`src/rtl/irs_pkg.sv`:
```
// Shared definitions for the chained indirect address resolver.
// Assumes five-digit decimal addresses, 4-bit BCD per digit.
package irs_pkg;
    localparam int ADDR_DIGITS = 5;
    localparam int BCD_W       = 4 * ADDR_DIGITS;

    typedef enum logic [1:0] {
        ST_IDLE  = 2'd0,
        ST_CHECK = 2'd1,
        ST_FETCH = 2'd2,
        ST_DRAIN = 2'd3
    } irs_state_t;
endpackage

```
`src/rtl/irs_bcd2bin.sv`:
```
// Converts a five-digit BCD number into binary of OUT_W bits.
// Assumes every digit is 0..9 and the value fits in OUT_W bits.
module irs_bcd2bin #(
    parameter int OUT_W = 15
) (
    input  logic [irs_pkg::BCD_W-1:0] bcd,
    output logic [OUT_W-1:0]          bin
);
    // Horner evaluation from the high-order digit down
    always_comb begin
        bin = '0;
        for (int i = irs_pkg::ADDR_DIGITS - 1; i >= 0; i--) begin
            bin = OUT_W'(bin * OUT_W'(10)) + OUT_W'(bcd[4*i +: 4]);
        end
    end
endmodule

```
`src/rtl/irs_addr_step.sv`:
```
// Computes base minus a small offset, modulo the memory size.
// Assumes base < MEM_DIGITS and back <= 4.
module irs_addr_step #(
    parameter int MEM_DIGITS = 20000,
    parameter int ADDR_W     = $clog2(MEM_DIGITS)
) (
    input  logic [ADDR_W-1:0] base,
    input  logic [2:0]        back,
    output logic [ADDR_W-1:0] addr
);
    localparam logic [ADDR_W:0] MEM_L = (ADDR_W+1)'(MEM_DIGITS);

    logic [ADDR_W:0] base_x;
    logic [ADDR_W:0] back_x;

    assign base_x = {1'b0, base};
    assign back_x = (ADDR_W+1)'(back);

    // Subtract directly, or wrap to the top of memory when below zero
    always_comb begin
        if (base_x >= back_x) begin
            addr = ADDR_W'(base_x - back_x);
        end else begin
            addr = ADDR_W'(base_x + MEM_L - back_x);
        end
    end
endmodule

```
`src/rtl/irs_digit_shift.sv`:
```
// Shift register of 4-bit digits; newest digit in the low bits.
// Assumes shift_en is asserted once per arriving digit.
module irs_digit_shift #(
    parameter int STAGES = 4
) (
    input  logic                  clk,
    input  logic                  rst_n,
    input  logic                  shift_en,
    input  logic [3:0]            din,
    output logic [4*STAGES-1:0]   dout
);
    for (genvar g = 0; g < STAGES; g++) begin : g_stage
        logic [3:0] q;
        if (g == 0) begin : g_head
            // Take the newest digit
            always_ff @(posedge clk) begin
                if (!rst_n)        q <= '0;
                else if (shift_en) q <= din;
            end
        end else begin : g_body
            // Pass the older digit one stage up
            always_ff @(posedge clk) begin
                if (!rst_n)        q <= '0;
                else if (shift_en) q <= g_stage[g-1].q;
            end
        end
        assign dout[4*g +: 4] = q;
    end
endmodule

```
`src/rtl/indirect_chain_resolver.sv`:
```
// Follows indirect address chains to an effective address.
// An address is indirect when the flag of its units digit is set.
// The next address is then the five digits stored at A-4..A, read
// one digit per cycle. The resolver stops at the first unflagged
// units digit or when the depth limit is reached.
// Assumes: one-cycle read latency, addresses below MEM_DIGITS,
// MEM_DIGITS <= 100000, and max_depth held steady while busy.
module indirect_chain_resolver #(
    parameter int MEM_DIGITS = 20000,
    parameter int DEPTH_W    = 4,
    parameter int COST_W     = 8,
    parameter int LEVEL_COST = 4,
    localparam int ADDR_W    = $clog2(MEM_DIGITS)
) (
    input  logic                       clk,
    input  logic                       rst_n,
    input  logic                       start,
    input  logic [irs_pkg::BCD_W-1:0]  addr_bcd_in,
    input  logic                       addr_flag_in,
    input  logic [DEPTH_W-1:0]         max_depth,
    output logic                       mem_rd_en,
    output logic [ADDR_W-1:0]          mem_rd_addr,
    input  logic [3:0]                 mem_rd_digit,
    input  logic                       mem_rd_flag,
    output logic                       busy,
    output logic                       done,
    output logic                       err,
    output logic [irs_pkg::BCD_W-1:0]  eff_bcd,
    output logic [ADDR_W-1:0]          eff_bin,
    output logic [DEPTH_W-1:0]         levels,
    output logic [COST_W-1:0]          cost
);
    import irs_pkg::*;

    localparam int         UPPER   = ADDR_DIGITS - 1;
    localparam logic [2:0] LAST_IX = 3'(UPPER);

    irs_state_t            state_q;
    logic [BCD_W-1:0]      cur_bcd_q;
    logic                  cur_flag_q;
    logic [ADDR_W-1:0]     cur_bin;
    logic [ADDR_W-1:0]     base_q;
    logic [2:0]            idx_q;
    logic                  rd_valid_q;
    logic [4*UPPER-1:0]    upper_digits;
    logic [DEPTH_W-1:0]    levels_q;
    logic [COST_W-1:0]     cost_q;
    logic                  done_q;
    logic                  err_q;

    irs_bcd2bin #(.OUT_W(ADDR_W)) i_bcd2bin (
        .bcd (cur_bcd_q),
        .bin (cur_bin)
    );

    irs_addr_step #(.MEM_DIGITS(MEM_DIGITS), .ADDR_W(ADDR_W)) i_addr_step (
        .base (base_q),
        .back (LAST_IX - idx_q),
        .addr (mem_rd_addr)
    );

    irs_digit_shift #(.STAGES(UPPER)) i_digit_shift (
        .clk      (clk),
        .rst_n    (rst_n),
        .shift_en (rd_valid_q && (state_q == ST_FETCH)),
        .din      (mem_rd_digit),
        .dout     (upper_digits)
    );

    // Mark cycles whose read data is on the memory bus
    always_ff @(posedge clk) begin
        if (!rst_n) rd_valid_q <= 1'b0;
        else        rd_valid_q <= (state_q == ST_FETCH);
    end

    // Sequence: accept, test flag and depth, fetch five digits, replace
    always_ff @(posedge clk) begin
        if (!rst_n) begin
            state_q    <= ST_IDLE;
            cur_bcd_q  <= '0;
            cur_flag_q <= 1'b0;
            base_q     <= '0;
            idx_q      <= '0;
            levels_q   <= '0;
            cost_q     <= '0;
            done_q     <= 1'b0;
            err_q      <= 1'b0;
        end else begin
            case (state_q)
                ST_IDLE: begin
                    done_q <= 1'b0;
                    if (start) begin
                        cur_bcd_q  <= addr_bcd_in;
                        cur_flag_q <= addr_flag_in;
                        levels_q   <= '0;
                        cost_q     <= '0;
                        err_q      <= 1'b0;
                        state_q    <= ST_CHECK;
                    end
                end
                ST_CHECK: begin
                    if (!cur_flag_q) begin
                        done_q  <= 1'b1;
                        state_q <= ST_IDLE;
                    end else if (levels_q == max_depth) begin
                        err_q   <= 1'b1;
                        done_q  <= 1'b1;
                        state_q <= ST_IDLE;
                    end else begin
                        base_q  <= cur_bin;
                        idx_q   <= '0;
                        state_q <= ST_FETCH;
                    end
                end
                ST_FETCH: begin
                    idx_q <= idx_q + 3'd1;
                    if (idx_q == LAST_IX) state_q <= ST_DRAIN;
                end
                ST_DRAIN: begin
                    cur_bcd_q  <= {upper_digits, mem_rd_digit};
                    cur_flag_q <= mem_rd_flag;
                    levels_q   <= levels_q + 1'b1;
                    cost_q     <= cost_q + COST_W'(LEVEL_COST);
                    state_q    <= ST_CHECK;
                end
                default: state_q <= ST_IDLE;
            endcase
        end
    end

    assign mem_rd_en = (state_q == ST_FETCH);
    assign busy      = (state_q != ST_IDLE);
    assign done      = done_q;
    assign err       = err_q;
    assign eff_bcd   = cur_bcd_q;
    assign eff_bin   = cur_bin;
    assign levels    = levels_q;
    assign cost      = cost_q;
endmodule

```
`config.mk`:
```
export PLATFORM = sky130hd
export DESIGN_NAME = indirect_chain_resolver
export DESIGN_NICKNAME = d
export VERILOG_FILES = /design/src/rtl/irs_pkg.sv /design/src/rtl/irs_bcd2bin.sv /design/src/rtl/irs_addr_step.sv /design/src/rtl/irs_digit_shift.sv /design/src/rtl/indirect_chain_resolver.sv
export SDC_FILE = /design/constraint.sdc
export NUM_CORES = 1
export LEC_CHECK = 0
export ABC_AREA = 1
export BUFFER_PORTS_ARGS = -buffer_cell sky130_fd_sc_hd__buf_2
export CAP_MARGIN = 5
export CORE_MARGIN = 3
export CORE_UTILIZATION = 25
export DETAILED_ROUTE_END_ITERATION = 10
export PLACE_DENSITY = 0.4
export SYNTH_ARGS = -nofsm -noshare
export SYNTH_HDL_FRONTEND = slang
export SYNTH_SLANG_ARGS = --single-unit
```
`constraint.sdc`:
```
create_clock -name clk -period 9.7 [get_ports clk]
set_input_delay 2.91 -clock clk [delete_from_list [all_inputs] [get_ports clk]]
set_output_delay 2.91 -clock clk [all_outputs]
set_load 0.05 [all_outputs]
```
======== Yosys cells after proc, flatten, opt, wreduce, memory -nomap -nowiden ========
Cells that the tools add are included.
storage, ports and cells
  logic and storage cells ................. 77
  input port bits ......................... 33
  bits in registers ....................... 72
  output and inout port bits .............. 66
operators by class
  $add $sub $neg .......................... 11
  magnitude comparators ................... 1
  equality and inequality tests ........... 11
  reductions and logical operators ........ 12
  $mul .................................... 4
  mux-type cells .......................... 23
  bitwise operators ....................... 1
operator list
  cell                      number
  $add A15 B4 Y15           4
  $mul A15 B3 Y14 const B   3
  $pmux W20 S2              1
  $sub A15 B3 Y15           2
  $mux W20                  1
  $pmux W8 S2               1
  $add A15 B15 Y15 const B  1
  $ge A15 B3 Y1             1
  $mux W15                  1
  $add A8 B3 Y8 const B     1
  $mux W2                   4
  $mux W8                   1
  $ne A2 B2 Y1 const B      4
  $pmux W2 S4               1
  $pmux W4 S2               1
  $reduce_bool A2 Y1        4
  $mul A4 B3 Y7 const B     1
  $mux W3                   2
  $pmux W1 S2               3
  $pmux W3 S2               1
  $reduce_and A2 Y1         3
  $reduce_and A3 Y1         2
  $mux W1                   5
  $add A4 B1 Y4 const B     1
  13 further kinds          14

======== Depth between registers and ports, before layout ========
Gate-level depths: netlist of the first run.
  depth after elaboration ................. 8
  depth in mapped cells ................... 47
  depth with buffers taken out ............ 47

======== By module ========
Synthesis of the first run repeated with hierarchy kept, for this count alone.
second synthesis, totals
  cells, all modules ...................... 1,136
  area total of the unflattened synthesis .. 7,641.1 µm²
modules (own cells, without submodules)
  module                   cells an instance  area an instance (µm²)  seq. area each (µm²)  times used
  irs_bcd2bin              441                2,930.3                 0.0                   1
  indirect_chain_resolver  330                2,527.4                 1,081.0               1
  irs_addr_step            264                1,508.9                 0.0                   1
  irs_digit_shift          101                674.4                   320.3                 1

======== Worst setup path before layout of the first run ========
No wires, ideal clock.
  path kind ............................... reg2out
  from .................................... reg cur_bcd_q[19], in the netlist eff_bcd[19]
  to ...................................... out eff_bin[13]
  required time ........................... 6.790 ns
  buffers on the path ..................... 0
  setup slack ............................. -0.208 ns
  cell stages (with the launch flop) ...... 37
  arrival ................................. 6.998 ns
  cells stage by stage .................... dfxtp_1 ha_1 ha_1 fa_1 inv_1 nor3_1 xor2_1 ha_1 ha_1 nand2_1 nand2_1 inv_1 nand3b_1 nand2_1 inv_1 nand2_1 xor2_1 inv_1 ha_1 ha_1 inv_1 o21ai_0 nor2_1 nand3_1 nand2_1 inv_1 nand2_2 nand2_2 inv_2 ha_1 ha_1 nand2_1 nor2_1 nand3_1 nand4_1 xnor2_1 xor2_1
on the way
  longest elaborated chain between the ends .. 8
ends and longest elaborated chain
  element                 RTL line                        text
  start, declared         indirect_chain_resolver.sv:39   logic [BCD_W-1:0] cur_bcd_q;
  start signal, assigned  indirect_chain_resolver.sv:93   cur_bcd_q <= addr_bcd_in;
  start signal, assigned  indirect_chain_resolver.sv:120  cur_bcd_q <= {upper_digits, mem_rd_digit};
  $mul A4 B3 Y7           irs_bcd2bin.sv:13               bin = OUT_W'(bin * OUT_W'(10)) + OUT_W'(bcd[4*i +: 4]);
  $add A15 B4 Y15         irs_bcd2bin.sv:13
  $mul A15 B3 Y14         irs_bcd2bin.sv:13
  $add A15 B4 Y15         irs_bcd2bin.sv:13
  $mul A15 B3 Y14         irs_bcd2bin.sv:13
  $add A15 B4 Y15         irs_bcd2bin.sv:13
  $mul A15 B3 Y14         irs_bcd2bin.sv:13
  $add A15 B4 Y15         irs_bcd2bin.sv:13
  end, declared           indirect_chain_resolver.sv:29   output logic [ADDR_W-1:0] eff_bin,
Every way passes these cells.

======== Final worst setup path of the first run ========
  from .................................... reg cur_bcd_q[17], in the netlist eff_bcd[17]
  to ...................................... out eff_bin[14]
The elaborated chain is that of the path after synthesis.

==> impl_results.rst, run 1 <==
.. list-table::
   :header-rows: 1

   * - Metric
     - Value
   * - Total Nets Final
     - 1261
   * - Height of the chip
     - 172 um
   * - I/O Buffers
     - 96
   * - Measured slew at the worst slew-check pin
     - 0.846 ns
   * - Achievable clock frequency
     - 108 MHz
   * - Number of global-route vias before repair
     - 6324
   * - Number of failing setup endpoints in the final timing report
     - 0
   * - Critical path class
     - register to primary output
   * - Total track usage
     - 0.129
   * - Final period util
     - 0.957
   * - Buffer depth of the longest clock path
     - 2
   * - Share of the synthesized area in the top cell type
     - 0.203
   * - Outcome
     - finished clean
   * - Reg2Reg Depth
     - 46
   * - Total vias in the final route
     - 6484
   * - Worst hold path class
     - register to register
   * - Pin count of the biggest net entering global routing
     - 52
   * - Number of primary I/O pins
     - 99
   * - Final count of pins violating max slew
     - 0
   * - Per-cell via count in the routed design
     - 4.44
   * - Horiz. Die Dim
     - 172 um
   * - Synth Area per Inst
     - 6.94 sq um
   * - Top library cells by usage in the layout, fill and taps aside
     - nand2_1, inv_1, buf_2, o21ai_0, nor2_1
   * - R2R Path End
     - base_q[14]
   * - Type of element capturing the critical path
     - primary output
   * - Core Footprint
     - 27000 sq um
   * - Die ar.
     - 29600 sq um
   * - Total half-perimeter wirelength after legalization and detailed placement
     - 15.1 mm
   * - Aggregate routed wire length
     - 18.8 mm
   * - Detail-routed net length per standard cell
     - 12.9 um
   * - Number of levels in the clock H-tree
     - 3
   * - Wire length of the first global-routing pass
     - 31.1 mm
   * - Largest cells by area after synthesis
     - dfxtp_1, ha_1, nand2_1
   * - DR pass1 iterations
     - 4
   * - Starting density of the core
     - 0.255
   * - # rows
     - 60
   * - Register-to-register setup slack
     - 3.61 ns
   * - Clock tree from TritonCTS
     - done
   * - Final period demand of the worst path
     - 9.29 ns
   * - Number of clock sinks
     - 70
   * - Clock root cell
     - clkbuf_16
   * - Congestion Overflow GR
     - 0
   * - Antenna Violating Nets Remaining
     - 0
   * - Initial antenna violation count
     - 2
   * - Final Hold Vio Count
     - 0
   * - DRC violations left
     - 0
   * - Highest-delay cell along the critical path
     - fa_2
   * - Most common cell after layout, fill and taps aside
     - nand2_1
   * - Violation count after the first detailed-routing iteration
     - 214
   * - Critical path data arrival time
     - 6.38 ns
   * - Worst-skew pair later-pin latency
     - 0.34 ns
   * - Slew headroom
     - 0.436
   * - Fin Hold WS
     - 0.475 ns
   * - Area growth, synth to finish
     - 29.4%
   * - Required time reported for the critical path endpoint
     - 6.79 ns
   * - Nature of the critical path startpoint
     - register
   * - Max-capacitance violation count
     - 0
   * - Cell count of the worst hold path
     - 2
   * - Number of warnings printed during yosys synthesis
     - 0
   * - Worst Skew
     - 0.00964 ns
   * - Proportion of layout cells with a drive suffix above 1
     - 0.256
   * - Routability Congestion
     - 0.803
   * - Sequential element share of the synthesized area
     - 0.203
   * - Unique masters post-synth
     - 46
   * - Largest stage delay on the critical path
     - 0.59 ns
   * - Top cell type by total area after synthesis
     - dfxtp_1
   * - Critical-path maximum fanout
     - 5
   * - Clock transition at the registers of the reported paths
     - 0.06 ns
   * - Inserted Diodes
     - 0
   * - Cell Area, Synth
     - 6890 sq um
   * - Number of buffers inserted during clock tree synthesis
     - 9
   * - End point of the worst hold path
     - eff_bcd[16]
   * - Cell count after synthesis
     - 993
   * - Flip-flop and latch count after synthesis
     - 70
   * - Startpoint of the worst-slack reg-to-reg timing path
     - eff_bcd[17]
   * - Hold Crit Start
     - i_digit_shift.g_stage[3].q[0]
metrics by stage:
| step | cell area (sq um) | util | setup TNS (ns) | setup WS (ns) | std cells |
|---|---|---|---|---|---|
| 2_1_floorplan | 6910 | - | 0 | 0.0142 | 994 |
| 3_3_place_gp | 7790 | 0.288 | -0.116 | -0.116 | 1420 |
| 5_1_grt | 8920 | 0.330 | -0.0484 | -0.0484 | 1461 |
| 3_5_place_dp | 7790 | 0.288 | -0.0521 | -0.0521 | 1420 |
| 6_report | 8920 | 0.330 | 0 | 0.414 | 1461 |
| 4_1_cts | 8320 | 0.308 | 0 | 0.00169 | 1443 |
layout make-up:
class                      count  area [sq um]
clock inverter                 7          55.1
inverter                     147           553
multi-input combinational    753          5470
timing repair buffer         134           776
sequential                    70          1410
fill                        2920         18100
clock buffer                   9           225
tap                          341           427
flip-flops by register name, summed over array words and instances, names as in the netlist:
register	flops
rd_valid_q	1
done	1
i_digit_shift.g_stage.q	16
err	1
state_q	2
idx_q	3
cur_flag_q	1
eff_bcd	20
cost	6
levels	4
base_q	15
synth_stat cells (all sizes together):
cell type and number:
a221oi 1, xor2 44, nand4 16, dlymetal6s2s 1, a22oi 1, o211ai 2, and3 4, conb 1
nand3b 7, buf 7, a21o 1, a21boi 2, clkbuf 16, a31oi 25, nor2 85, clkinv 3
inv 144, a21oi 49, a211oi 4, nand3 53, nor3 7, nand2 229, o21bai 1, o21a 2
o21ai 80, ha 102, xnor2 23, dfxtp 70, o31ai 1, nor4 1, fa 11
cell families after synthesis:
logic type | after synthesis | share of synthesized area
buf+inv | 171 | 0.0971
flops | 70 | 0.203
fa+ha+maj | 113 | 0.217
simple gates | 402 | 0.253
other cells | 1 | 0.000544
xor+xnor | 67 | 0.0922
compound gates | 169 | 0.137
worst max-delay path: cells and delay by family, from the launching register on:
kind / cells / cell delay [ns]
adders and majority gates: 9 / 2.58
and+or+nand+nor: 24 / 2.01
buffers and inverters: 9 / 0.69
xor gates and xnor gates: 3 / 0.38
DFF: 1 / 0.37
metal layers:
metal | GRT usage | up-vias | part of all wire
met5 | 0 | - | 0.00074
met4 | 0.0305 | 4 | 0.014
met3 | 0.0267 | 19 | 0.033
met2 | 0.209 | 80 | 0.45
met1 | 0.175 | 2914 | 0.50
li1 | - | 3467 | -
worst max path at each step:
stage	cells after the start	from	end
6_report	45	eff_bcd[17]	eff_bin[14]
5_1_grt	41	eff_bcd[16]	eff_bin[14]
4_1_cts	41	eff_bcd[17]	eff_bin[14]
3_5_place_dp	37	eff_bcd[16]	eff_bin[14]
3_3_place_gp	37	eff_bcd[16]	eff_bin[14]
2_1_floorplan	31	eff_bcd[18]	eff_bin[12]
timing repair:
item                       in CTS  in global routing
pin swaps                      11                 42
setup buffers                   7                 18
setup endpoints to repair       5                  5
resized for setup              25                 90
hold buffers                    0                  0
Power of run 1 is left out: the tool's default activity adds up to more than one toggle a clock period on the data nets, which glitch-free logic cannot reach.
==> run 2, diff against run 1 <==
--- a/config.mk
+++ b/config.mk
@@ -5,7 +5,6 @@
 export SDC_FILE = /design/constraint.sdc
 export NUM_CORES = 1
 export LEC_CHECK = 0
-export ABC_AREA = 1
 export BUFFER_PORTS_ARGS = -buffer_cell sky130_fd_sc_hd__buf_2
 export CAP_MARGIN = 5
 export CORE_MARGIN = 3
==> run 2 against run 1 <==
  * Area after synthesis decreased by 0.76%
  * Register-to-register slack got worse by 0.59 ns
  * First-iteration DRC count increased by 17%
  * Clock skew decreased by 0.00060 ns
  * Maximum frequency decreased by 2.1%
  * Critical path depth decreased by 9
  * Hold slack got worse by 0.0018 ns
==> impl_results.rst, run 2 <==
.. list-table::
   :header-rows: 1

   * - Metric
     - Value
   * - Most used standard cells in the synthesized netlist
     - ha_1, nand2_1, dfxtp_1 (was nand2_1, inv_1, ha_1)
   * - Sequential element share of the synthesized area
     - 0.205 (was 0.203)
   * - Routability Congestion
     - 0.759 (was 0.803)
   * - Worst-skew pair later-pin latency
     - 0.33 ns (was 0.34 ns)
   * - Die ar.
     - 29400 sq um (was 29600 sq um)
   * - # rows
     - 59 (was 60)
   * - Area growth, synth to finish
     - 40.0% (was 29.4%)
   * - Worst Skew
     - 0.00904 ns (was 0.00964 ns)
   * - Core Footprint
     - 26500 sq um (was 27000 sq um)
   * - Share of the synthesized area in the top cell type
     - 0.205 (was 0.203)
   * - Total vias in the final route
     - 6189 (was 6484)
   * - Final period util
     - 0.978 (was 0.957)
   * - Buffer depth of the longest clock path
     - 2 (unchanged)
   * - Starting density of the core
     - 0.258 (was 0.255)
   * - Slew headroom
     - 0.338 (was 0.436)
   * - Synth Area per Inst
     - 8.44 sq um (was 6.94 sq um)
   * - Clock tree from TritonCTS
     - done (unchanged)
   * - Number of global-route vias before repair
     - 6188 (was 6324)
   * - Worst hold path class
     - register to register (unchanged)
   * - Violation count after the first detailed-routing iteration
     - 251 (was 214)
   * - Cell count after synthesis
     - 810 (was 993)
   * - Type of element capturing the critical path
     - primary output (unchanged)
   * - Cell Area, Synth
     - 6840 sq um (was 6890 sq um)
   * - Pin count of the biggest net entering global routing
     - 68 (was 52)
   * - Largest stage delay on the critical path
     - 0.60 ns (was 0.59 ns)
   * - DRC violations left
     - 0 (unchanged)
   * - Critical path buffers and inverters
     - 19 (was 9)
   * - Height of the chip
     - 171 um (was 172 um)
   * - Top FF cell, synth
     - dfxtp_1 (unchanged)
   * - DR pass1 iterations
     - 5 (was 4)
   * - Largest cells by area after synthesis
     - dfxtp_1, ha_1, xnor2_1 (was dfxtp_1, ha_1, nand2_1)
   * - Unique masters post-synth
     - 66 (was 46)
   * - Total Nets Final
     - 1141 (was 1261)
   * - Number of enable flip-flop cells after synthesis
     - 0 (unchanged)
   * - Congestion Overflow GR
     - 0 (unchanged)
   * - Most numerous cell on the critical path
     - buf_4
   * - Final period demand of the worst path
     - 9.48 ns (was 9.29 ns)
   * - Family of cells with the greatest summed delay on the critical path
     - buffers and inverters (was adder cells)
   * - Required time reported for the critical path endpoint
     - 6.79 ns (about the same)
   * - Measured slew at the worst slew-check pin
     - 0.969 ns (was 0.846 ns)
   * - Nature of the critical path startpoint
     - register (unchanged)
   * - Flip-flop and latch count after synthesis
     - 70 (unchanged)
   * - Outcome
     - finished clean (unchanged)
   * - Number of levels in the clock H-tree
     - 3 (unchanged)
   * - Per-cell via count in the routed design
     - 4.64 (was 4.44)
   * - Number of warnings printed during yosys synthesis
     - 0 (unchanged)
   * - Top library cells by usage in the layout, fill and taps aside
     - buf_4, buf_2, nand2_1, ha_1, dfxtp_1 (was nand2_1, inv_1, buf_2, o21ai_0, nor2_1)
   * - Final count of pins violating max slew
     - 0 (unchanged)
   * - Achievable clock frequency
     - 105 MHz (was 108 MHz)
   * - Flip-flop count of the largest register, all copies and words added
     - 20 (unchanged)
   * - Top cell type by total area after synthesis
     - dfxtp_1 (unchanged)
   * - Critical path class
     - register to primary output (unchanged)
   * - Unrepaired setup endpoints after global routing
     - true
   * - Filler cell count
     - 2779 (was 2920)
   * - Proportion of layout cells with a drive suffix above 1
     - 0.332 (was 0.256)
   * - Number of clock sinks
     - 70 (unchanged)
   * - Inserted Diodes
     - 0 (unchanged)
   * - Max-capacitance violation count
     - 0 (unchanged)
   * - Number of primary I/O pins
     - 99 (unchanged)
   * - Aggregate routed wire length
     - 19.1 mm (was 18.8 mm)
   * - Wire length of the first global-routing pass
     - 31.2 mm (was 31.1 mm)
   * - Highest-delay cell along the critical path
     - fa_2 (unchanged)
   * - Number of buffers inserted during clock tree synthesis
     - 9 (unchanged)
   * - Detail-routed net length per standard cell
     - 14.3 um (was 12.9 um)
   * - Antenna Violating Nets Remaining
     - 0 (unchanged)
   * - Clock root cell
     - clkbuf_16 (unchanged)
   * - Critical-path maximum fanout
     - 4 (was 5)
   * - CTS Hold Buffers Added
     - 0 (unchanged)
   * - Final Hold Vio Count
     - 0 (unchanged)
   * - Initial antenna violation count
     - 0 (was 2)
   * - Clock transition at the registers of the reported paths
     - 0.06 ns (about the same)
   * - Total track usage
     - 0.130 (was 0.129)
   * - Synth async-reset ratio
     - 0 (unchanged)
   * - Number of failing setup endpoints in the final timing report
     - 0 (unchanged)
   * - Critical path data arrival time
     - 6.57 ns (was 6.38 ns)
   * - Total half-perimeter wirelength after legalization and detailed placement
     - 14.6 mm (was 15.1 mm)
   * - I/O Buffers
     - 96 (unchanged)
   * - Count leader, synth
     - ha_1 (was nand2_1)
   * - Most common cell after layout, fill and taps aside
     - buf_4 (was nand2_1)
   * - Util after Layout
     - 0.361 (was 0.330)
   * - Horiz. Die Dim
     - 171 um (was 172 um)
==> run 2: cell count changes after synthesis, moves of 21 or more <==
cell and delta:
nor2_1 -42, inv_1 -88, o211a_1 +24, mux2i_1 +31
o21ai_0 -42, a31oi_1 -21, nand3_1 -37, xnor2_1 +32
nand2_1 -122
==> run 2: through the flow <==
step	std cells	cell area [sq um]	setup TNS, ns	hold WS, ns	setup WS [ns]
final	1334	9580	0	0.474	0.217
after global routing	1334	9580	-0.154	0.490	-0.0934
after CTS	1321	9030	0	0.476	0.00136
after global placement	1276	8250	-0.0152	0.458	-0.0152
after floorplan	811	7000	0	0.443	0.00433
after detailed placement	1276	8250	-0.0403	0.467	-0.0403
==> run 2: cell families after synthesis <==
group           Yosys count  share of synthesized area
simple gates            241                      0.174
compound gates          186                      0.198
fa+ha+maj               113                      0.219
xor+xnor                 86                      0.112
buf+inv                  82                     0.0468
flops                    70                      0.205
mux                      31                     0.0454
other cells               1                   0.000548
==> run 2: final cells by class <==
class                      count  area, sq um  area share
sequential                    70         1420       0.148
clock buffer                  10          250      0.0261
timing repair buffer         203         1300       0.136
tap                          335          419      0.0438
multi-input combinational    659         5930       0.619
clock inverter                 5         57.6     0.00601
inverter                      52          195      0.0204
==> run 2: tightest hold or removal path, cell delays in order, from the launching register on <==
cell,delay (ns)
dfxtp_1,0.31
nand2_1,0.05
a21boi_0,0.06
==> run 2: routing by layer <==
metal,vias to the layer above,track usage,part of all wire
met3,10,0.0228,0.029
met4,0,0.0245,0.0084
met5,-,0,0
met2,81,0.228,0.48
met1,2862,0.168,0.48
li1,3236,-,-
==> run 2: what timing repair did <==
action	in CTS	in global routing
endpoints found under the hold margin	0	0
pin swaps	24	62
setup buffers	30	13
gates resized for setup	37	71
setup endpoints to repair	4	4
==> run 2: worst paths after layout <==
check | start | endpoint | slack [ns] | cells past startpoint
worst max-delay path | eff_bcd[17] | eff_bin[14] | 0.22 | 36
worst min register to register | i_digit_shift.g_stage[3].q[2] | i_digit_shift.g_stage[3].q[2] | 0.47 | 2
worst min-delay path | i_digit_shift.g_stage[3].q[2] | i_digit_shift.g_stage[3].q[2] | 0.47 | 2
worst max register to register | eff_bcd[17] | base_q[14] | 3.02 | 29
Power of run 2 is left out for the same reason.
